File: config.mk
export PLATFORM = sky130hd
export DESIGN_NAME = rename2_stage
export DESIGN_NICKNAME = d
export VERILOG_FILES = /design/src/rtl/rename_pkg.sv /design/src/rtl/rename_maptable.sv /design/src/rtl/rename_freelist.sv /design/src/rtl/rename_steer.sv /design/src/rtl/rename2_stage.sv
export SDC_FILE = /design/constraint.sdc
export NUM_CORES = 2
export LEC_CHECK = 0
export ABC_CLOCK_PERIOD_IN_PS = 24600
export BUFFER_PORTS_ARGS = -buffer_cell sky130_fd_sc_hd__buf_2
export CORE_ASPECT_RATIO = 1.4
export CORE_MARGIN = 4
export CORE_UTILIZATION = 65
export DETAILED_ROUTE_END_ITERATION = 6
export PLACE_DENSITY = 0.91
export SETUP_SLACK_MARGIN = 0.05
export SLEW_MARGIN = 20
export SYNTH_ARGS = -nofsm -noshare
export SYNTH_HDL_FRONTEND = slang
export SYNTH_SLANG_ARGS = --single-unit
File: constraint.sdc
create_clock -name clk_i -period 24.6 [get_ports clk_i]
set_input_delay 1.23 -clock clk_i [delete_from_list [all_inputs] [get_ports clk_i]]
set_output_delay 1.23 -clock clk_i [all_outputs]
set_load 0.005 [all_outputs]
File: src/rtl/rename_pkg.sv
package rename_pkg;
  localparam int unsigned DEF_ARCH_N = 32;
  localparam int unsigned DEF_PHYS_N = 64;
  localparam int unsigned SLOTS      = 2;
  localparam int unsigned RD_PORTS   = 3 * SLOTS;
endpackage

File: src/rtl/rename_maptable.sv
module rename_maptable #(
  parameter int unsigned ARCH_N = rename_pkg::DEF_ARCH_N,
  parameter int unsigned PHYS_N = rename_pkg::DEF_PHYS_N,
  parameter int unsigned NRD    = rename_pkg::RD_PORTS,
  localparam int unsigned AW    = $clog2(ARCH_N),
  localparam int unsigned PW    = $clog2(PHYS_N)
) (
  input  logic          clk_i,
  input  logic          rst_ni,
  input  logic [AW-1:0] rd_idx_i [NRD],
  output logic [PW-1:0] rd_tag_o [NRD],
  input  logic          wr_en_i  [rename_pkg::SLOTS],
  input  logic [AW-1:0] wr_idx_i [rename_pkg::SLOTS],
  input  logic [PW-1:0] wr_tag_i [rename_pkg::SLOTS]
);
  logic [PW-1:0] map_q [ARCH_N];
  logic [PW-1:0] map_d [ARCH_N];

  // later port wins: slot 1 is younger in program order
  always_comb begin
    map_d = map_q;
    for (int p = 0; p < int'(rename_pkg::SLOTS); p++) begin
      if (wr_en_i[p]) map_d[wr_idx_i[p]] = wr_tag_i[p];
    end
  end

  always_ff @(posedge clk_i or negedge rst_ni) begin
    if (!rst_ni) begin
      for (int i = 0; i < int'(ARCH_N); i++) map_q[i] <= PW'(i);
    end else begin
      map_q <= map_d;
    end
  end

  for (genvar g = 0; g < int'(NRD); g++) begin : g_rd
    assign rd_tag_o[g] = (rd_idx_i[g] == '0) ? '0 : map_q[rd_idx_i[g]];
  end
endmodule

File: src/rtl/rename_freelist.sv
module rename_freelist #(
  parameter int unsigned ARCH_N = rename_pkg::DEF_ARCH_N,
  parameter int unsigned PHYS_N = rename_pkg::DEF_PHYS_N,
  localparam int unsigned PW    = $clog2(PHYS_N),
  localparam int unsigned CW    = PW + 1,
  localparam int unsigned FREE0 = PHYS_N - ARCH_N
) (
  input  logic          clk_i,
  input  logic          rst_ni,
  input  logic [1:0]    pop_cnt_i,
  input  logic          push_en_i  [rename_pkg::SLOTS],
  input  logic [PW-1:0] push_tag_i [rename_pkg::SLOTS],
  output logic [PW-1:0] head0_o,
  output logic [PW-1:0] head1_o,
  output logic [CW-1:0] count_o
);
  logic [PW-1:0] mem_q [PHYS_N];
  logic [PW-1:0] mem_d [PHYS_N];
  logic [PW-1:0] head_q, head_d, tail_q, tail_d;
  logic [CW-1:0] cnt_q, cnt_d;
  logic [PW-1:0] wr_ptr;

  always_comb begin
    mem_d  = mem_q;
    wr_ptr = tail_q;
    for (int p = 0; p < int'(rename_pkg::SLOTS); p++) begin
      if (push_en_i[p]) begin
        mem_d[wr_ptr] = push_tag_i[p];
        wr_ptr        = wr_ptr + PW'(1);
      end
    end
    tail_d = wr_ptr;
    head_d = head_q + PW'(pop_cnt_i);
    cnt_d  = cnt_q - CW'(pop_cnt_i) + CW'(push_en_i[0]) + CW'(push_en_i[1]);
  end

  always_ff @(posedge clk_i or negedge rst_ni) begin
    if (!rst_ni) begin
      for (int i = 0; i < int'(PHYS_N); i++)
        mem_q[i] <= (i < int'(FREE0)) ? PW'(i + int'(ARCH_N)) : '0;
      head_q <= '0;
      tail_q <= PW'(FREE0);
      cnt_q  <= CW'(FREE0);
    end else begin
      mem_q  <= mem_d;
      head_q <= head_d;
      tail_q <= tail_d;
      cnt_q  <= cnt_d;
    end
  end

  assign head0_o = mem_q[head_q];
  assign head1_o = mem_q[head_q + PW'(1)];
  assign count_o = cnt_q;
endmodule

File: src/rtl/rename_steer.sv
module rename_steer #(
  parameter int unsigned AW = 5,
  parameter int unsigned PW = 6,
  localparam int unsigned CW = PW + 1
) (
  input  logic          v0_i, we0_i, v1_i, we1_i,
  input  logic [AW-1:0] d0_i, d1_i, s1a_i, s1b_i,
  input  logic [PW-1:0] t_s0a_i, t_s0b_i, t_s1a_i, t_s1b_i, t_d0_i, t_d1_i,
  input  logic [PW-1:0] fl_h0_i, fl_h1_i,
  input  logic [CW-1:0] fl_cnt_i,
  output logic          stall_o, ok0_o, ok1_o,
  output logic [PW-1:0] s0a_o, s0b_o, s1a_o, s1b_o,
  output logic [PW-1:0] dst0_o, dst1_o, prev0_o, prev1_o,
  output logic [1:0]    pop_cnt_o,
  output logic          wr0_o, wr1_o
);
  logic       alloc0, alloc1, go;
  logic [1:0] need;
  logic [PW-1:0] new0, new1;

  always_comb begin
    alloc0  = v0_i & we0_i & (d0_i != '0);
    alloc1  = v1_i & we1_i & (d1_i != '0);
    need    = {1'b0, alloc0} + {1'b0, alloc1};
    stall_o = CW'(need) > fl_cnt_i;
    go      = ~stall_o;
    ok0_o   = v0_i & go;
    ok1_o   = v1_i & go;

    new0    = fl_h0_i;
    new1    = alloc0 ? fl_h1_i : fl_h0_i;

    s0a_o   = t_s0a_i;
    s0b_o   = t_s0b_i;
    s1a_o   = (alloc0 && s1a_i == d0_i) ? new0 : t_s1a_i;
    s1b_o   = (alloc0 && s1b_i == d0_i) ? new0 : t_s1b_i;

    dst0_o  = alloc0 ? new0 : '0;
    dst1_o  = alloc1 ? new1 : '0;
    prev0_o = alloc0 ? t_d0_i : '0;
    prev1_o = '0;
    if (alloc1) prev1_o = (alloc0 && d1_i == d0_i) ? new0 : t_d1_i;

    pop_cnt_o = go ? need : 2'd0;
    wr0_o     = go & alloc0;
    wr1_o     = go & alloc1;
  end
endmodule

File: src/rtl/rename2_stage.sv
module rename2_stage #(
  parameter int unsigned ARCH_N = rename_pkg::DEF_ARCH_N,
  parameter int unsigned PHYS_N = rename_pkg::DEF_PHYS_N,
  localparam int unsigned AW    = $clog2(ARCH_N),
  localparam int unsigned PW    = $clog2(PHYS_N),
  localparam int unsigned CW    = PW + 1
) (
  input  logic          clk_i,
  input  logic          rst_ni,
  input  logic          s0_valid_i,
  input  logic [AW-1:0] s0_src_a_i,
  input  logic [AW-1:0] s0_src_b_i,
  input  logic [AW-1:0] s0_dst_i,
  input  logic          s0_wen_i,
  input  logic          s1_valid_i,
  input  logic [AW-1:0] s1_src_a_i,
  input  logic [AW-1:0] s1_src_b_i,
  input  logic [AW-1:0] s1_dst_i,
  input  logic          s1_wen_i,
  input  logic          rel0_en_i,
  input  logic [PW-1:0] rel0_tag_i,
  input  logic          rel1_en_i,
  input  logic [PW-1:0] rel1_tag_i,
  output logic          stall_o,
  output logic          s0_ok_o,
  output logic [PW-1:0] s0_src_a_tag_o,
  output logic [PW-1:0] s0_src_b_tag_o,
  output logic [PW-1:0] s0_dst_tag_o,
  output logic [PW-1:0] s0_prev_tag_o,
  output logic          s1_ok_o,
  output logic [PW-1:0] s1_src_a_tag_o,
  output logic [PW-1:0] s1_src_b_tag_o,
  output logic [PW-1:0] s1_dst_tag_o,
  output logic [PW-1:0] s1_prev_tag_o
);
  // reset: asserted at once, released after two clock edges
  logic rst_meta_q, rst_sync_q;
  always_ff @(posedge clk_i or negedge rst_ni) begin
    if (!rst_ni) begin
      rst_meta_q <= 1'b0;
      rst_sync_q <= 1'b0;
    end else begin
      rst_meta_q <= 1'b1;
      rst_sync_q <= rst_meta_q;
    end
  end

  logic [AW-1:0] rd_idx [rename_pkg::RD_PORTS];
  logic [PW-1:0] rd_tag [rename_pkg::RD_PORTS];
  logic          wr_en  [rename_pkg::SLOTS];
  logic [AW-1:0] wr_idx [rename_pkg::SLOTS];
  logic [PW-1:0] wr_tag [rename_pkg::SLOTS];
  logic          rel_en [rename_pkg::SLOTS];
  logic [PW-1:0] rel_tag[rename_pkg::SLOTS];
  logic [PW-1:0] fl_h0, fl_h1;
  logic [CW-1:0] fl_cnt;
  logic [1:0]    pop_cnt;
  logic          wr0, wr1;

  assign rd_idx[0] = s0_src_a_i;
  assign rd_idx[1] = s0_src_b_i;
  assign rd_idx[2] = s1_src_a_i;
  assign rd_idx[3] = s1_src_b_i;
  assign rd_idx[4] = s0_dst_i;
  assign rd_idx[5] = s1_dst_i;

  assign wr_en[0]  = wr0;
  assign wr_en[1]  = wr1;
  assign wr_idx[0] = s0_dst_i;
  assign wr_idx[1] = s1_dst_i;
  assign wr_tag[0] = s0_dst_tag_o;
  assign wr_tag[1] = s1_dst_tag_o;

  assign rel_en[0]  = rel0_en_i;
  assign rel_en[1]  = rel1_en_i;
  assign rel_tag[0] = rel0_tag_i;
  assign rel_tag[1] = rel1_tag_i;

  rename_maptable #(.ARCH_N(ARCH_N), .PHYS_N(PHYS_N)) i_map (
    .clk_i    (clk_i),
    .rst_ni   (rst_sync_q),
    .rd_idx_i (rd_idx),
    .rd_tag_o (rd_tag),
    .wr_en_i  (wr_en),
    .wr_idx_i (wr_idx),
    .wr_tag_i (wr_tag)
  );

  rename_freelist #(.ARCH_N(ARCH_N), .PHYS_N(PHYS_N)) i_free (
    .clk_i      (clk_i),
    .rst_ni     (rst_sync_q),
    .pop_cnt_i  (pop_cnt),
    .push_en_i  (rel_en),
    .push_tag_i (rel_tag),
    .head0_o    (fl_h0),
    .head1_o    (fl_h1),
    .count_o    (fl_cnt)
  );

  rename_steer #(.AW(AW), .PW(PW)) i_steer (
    .v0_i      (s0_valid_i),
    .we0_i     (s0_wen_i),
    .v1_i      (s1_valid_i),
    .we1_i     (s1_wen_i),
    .d0_i      (s0_dst_i),
    .d1_i      (s1_dst_i),
    .s1a_i     (s1_src_a_i),
    .s1b_i     (s1_src_b_i),
    .t_s0a_i   (rd_tag[0]),
    .t_s0b_i   (rd_tag[1]),
    .t_s1a_i   (rd_tag[2]),
    .t_s1b_i   (rd_tag[3]),
    .t_d0_i    (rd_tag[4]),
    .t_d1_i    (rd_tag[5]),
    .fl_h0_i   (fl_h0),
    .fl_h1_i   (fl_h1),
    .fl_cnt_i  (fl_cnt),
    .stall_o   (stall_o),
    .ok0_o     (s0_ok_o),
    .ok1_o     (s1_ok_o),
    .s0a_o     (s0_src_a_tag_o),
    .s0b_o     (s0_src_b_tag_o),
    .s1a_o     (s1_src_a_tag_o),
    .s1b_o     (s1_src_b_tag_o),
    .dst0_o    (s0_dst_tag_o),
    .dst1_o    (s1_dst_tag_o),
    .prev0_o   (s0_prev_tag_o),
    .prev1_o   (s1_prev_tag_o),
    .pop_cnt_o (pop_cnt),
    .wr0_o     (wr0),
    .wr1_o     (wr1)
  );
endmodule

==> reports/results.tsv <==
metric	value	unit
result of the run	finished with violations	
violated checks	DRC	
kind of path behind the tightest hold check	input port to asynchronous set/reset pin	
Max rail drop VDD	0.0962	mV
first-pass GRT wire length	255000	microns
Placed Instances	4776	
most area-consuming cells after synthesis	mux4_2 (22%), dfrtp_1 (22%), mux2i_1 (18%)	
post-synthesis mux area share	0.420	
fraction of final layout cells sized beyond drive strength 1	0.261	
drt first pass iters	7	
Hold Violations, Final	0	
height of the die	321	microns
starting utilization of the core area	0.656	
transition at the pin with the smallest max-transition slack	1.31	ns
headroom to the max-slew limit	0.126	
total global routing track utilization	0.460	
Vias	39100	
upper clock frequency limit	144	MHz
setup violators final	0	
post-route clock period utilization	0.283	
total clock buffers created by CTS	59	
post-synth cell types	77	
library cell occupying the most area in the post-synthesis netlist	mux4_2	
post-synthesis to final-layout area growth	5.83	%
fraction of the yosys area taken by sequential cells	0.335	
number of violations of the max-capacitance limit	0	
count of unresolved DRC violations after routing	26	
pwr dens	129	mW/mm^2
met2 capacity usage during global routing	0.698	
met1 routing resource usage after global routing	0.521	
clock root buffer master	clkbuf_16	
Sinks on Clock Net	597	
largest buffer count on any clock path	3	
post-detailed-route via-to-cell ratio	7.99	
Synth Net Count	4181	
number of instances resized during post-cts repair	0	
core footprint	0.0692	sq mm
most instantiated cells after synthesis	mux2i_1 (832), mux4_2 (449), nand2_1 (421), dfrtp_1 (403), o21ai_0 (331)	
vias in the first global route	39000	
Synth Flop Type	dfrtp_1	
initial antenna violation count	14	
Clock Skew	0.0363	ns
Synth Area in XOR/XNOR	0.00808	
number of standard-cell rows in the floorplan	114	
area of the mapped netlist	0.0454	sq mm
Die Footprint	0.0741	sq mm
area share of fa/ha/maj cells after synthesis	0.00601	
clock tree from TritonCTS	built	
number of flops mapped to enable cells by yosys	0	
most frequent cell after synthesis	mux2i_1	
Leak Pwr	18.8	nW
buffers inserted during post-CTS setup optimization	0	
biggest fanout along the worst timing path	62	
antenna-violating nets left	0	
area fraction of the dominant cell type after synthesis	0.223	
placer congestion estimate	1.06	
global route overflow	0	
number of DRC markers after the initial detailed-route iteration	5983	
Final Max Slew Viols	0	
setup repair after global routing missed its margin	false	
required time worst endpoint	23.37	ns
HPWL after DPL	112000	microns
number of buffers added on ports	100	
fraction of registers with async set or reset after synthesis	1.00	
Yosys warning total	0	
Period minus WS final	6.96	ns
critical path startpoint category	flop	
Setup crit end kind	output pin	
# nets final	3984	
largest net degree at the start of global routing	191	
signal arrival time at the worst endpoint	5.73	ns
clk_lat worst skew	0.69	ns
H-tree levels	2	
Hold Buf Count CTS	0	
Worst-path clk slew	0.07	ns
WL per Instance	35.2	microns
post-layout instance count excluding filler cells	4899	
post-synthesis share of cell area spent on and, or, nand and nor gates	0.0877	
TNS Setup	0	ns
dominant combinational cell family by area after synthesis	multiplexers	
Final Hold Slack	0.316	ns
overall die width	231	microns
count of mapped cells out of synthesis	4111	
IO Count	101	
average cell area after synthesis	11.0	sq um
Top Usage Layer GRT	met2	
routing usage on met3	0.141	
total wire length after detailed routing	172000	microns
synthesis-stage register bit count	597	
category of the critical setup timing path	flop to output pin	
share of the synthesized area in compound gates (AO/OA/AOI/OAI)	0.0996	
-- critical path, stage by stage (launching register included) --
cell and delay (ns):
dfrtp_4 0.89, buf_4 0.89, buf_4 0.71, mux4_2 0.62, a22oi_1 0.21, a22oi_1 0.10
o211a_1 0.26, buf_4 0.32, o2111ai_2 0.25, buf_4 0.46, inv_1 0.08, buf_2 0.14
-- sequential cells by signal, summed over array words and instances, names as in the netlist --
signal / flops
rst_meta_q: 1
i_free.tail_q: 6
i_map.map_q: 192
i_free.count_o: 7
i_free.mem_q: 384
i_free.head_q: 6
rst_sync_q: 1
-- path summary, 6_finish.rpt --
kind / endpoint / cells after the start / slack (ns) / from
setup / recovery: s1_dst_tag_o[3] / 11 / 17.64 / i_free.head_q[0]$_DFF_PN0_
hold / removal: rst_sync_q$_DFF_PN0_ / 1 / 0.32 / rst_ni
setup reg to reg: i_map.map_q[65]$_DFF_PN0_ / 11 / 19.10 / i_free.head_q[0]$_DFF_PN0_
hold reg to reg: i_free.mem_q[342]$_DFF_PN0_ / 0 / 0.35 / rst_sync_q$_DFF_PN0_
max in group asynchronous: i_map.map_q[84]$_DFF_PN1_ / 4 / 21.98 / rst_sync_q$_DFF_PN0_
min in group clk_i: rst_sync_q$_DFF_PN0_ / 0 / 0.36 / rst_meta_q$_DFF_PN0_
-- through the flow --
step	cell area [sq um]	power [mW]	utilization	setup slack [ns]
floorplan	45400	3.96	-	7.07
global placement	45800	4.82	0.662	18.36
detailed placement	45800	4.95	0.662	18.24
CTS	47900	5.97	0.692	17.56
global route	48000	6.34	0.694	17.44
finish	48000	6.18	0.694	17.64
-- cell usage in the layout (no fill, tap or decap), types with 16 or more instances in the layout --
cell type and instances:
buf_4 73, nor2_1 310, dfrtp_1 399, nor3_2 20, nand3_1 17, a21oi_1 158
a22oi_1 80, o211ai_1 19, mux2i_1 832, a221oi_1 57, or3_1 27, mux2_2 51
ha_1 16, clkbuf_8 18, inv_1 30, o21ai_0 331, nand2_1 421, dfstp_2 194
buf_2 93, clkbuf_16 59, xnor2_1 23, nand2b_1 22, mux4_2 449
-- kinds of logic after synthesis --
family | count (synthesis)
buffers and inverters | 460
muxes | 1335
other | 1
adders and majority gates | 20
AOI/OAI and AO/OA | 741
DFF | 597
and+or+nand+nor | 916
xor gates and xnor gates | 41
-- area by class of cell --
cell class | count | area (sq um)
clock inverters | 25 | 340
diodes | 7 | 17.5
clock buffers | 86 | 1760
fillers | 4779 | 21200
repair buffers | 171 | 1120
multi-input cells | 3054 | 28300
well taps | 928 | 1160
flip-flops and latches | 597 | 15200
inverters | 31 | 116
-- routing by layer --
metal	wire [microns]	vias up
met1	51800	18900
met5	42	-
li1	-	15100
met3	22200	1419
met2	75800	3707
met4	22400	8
-- where the power goes --
group | leakage [nW] | switching [mW] | total, mW | internal (mW)
Sequential | 7.26 | 0.587 | 2.08 | 1.49
Combinational | 10.5 | 1.75 | 3.12 | 1.36
Clock | 1.02 | 0.426 | 0.988 | 0.561
Note: power is estimated with default switching activity, not from simulation.
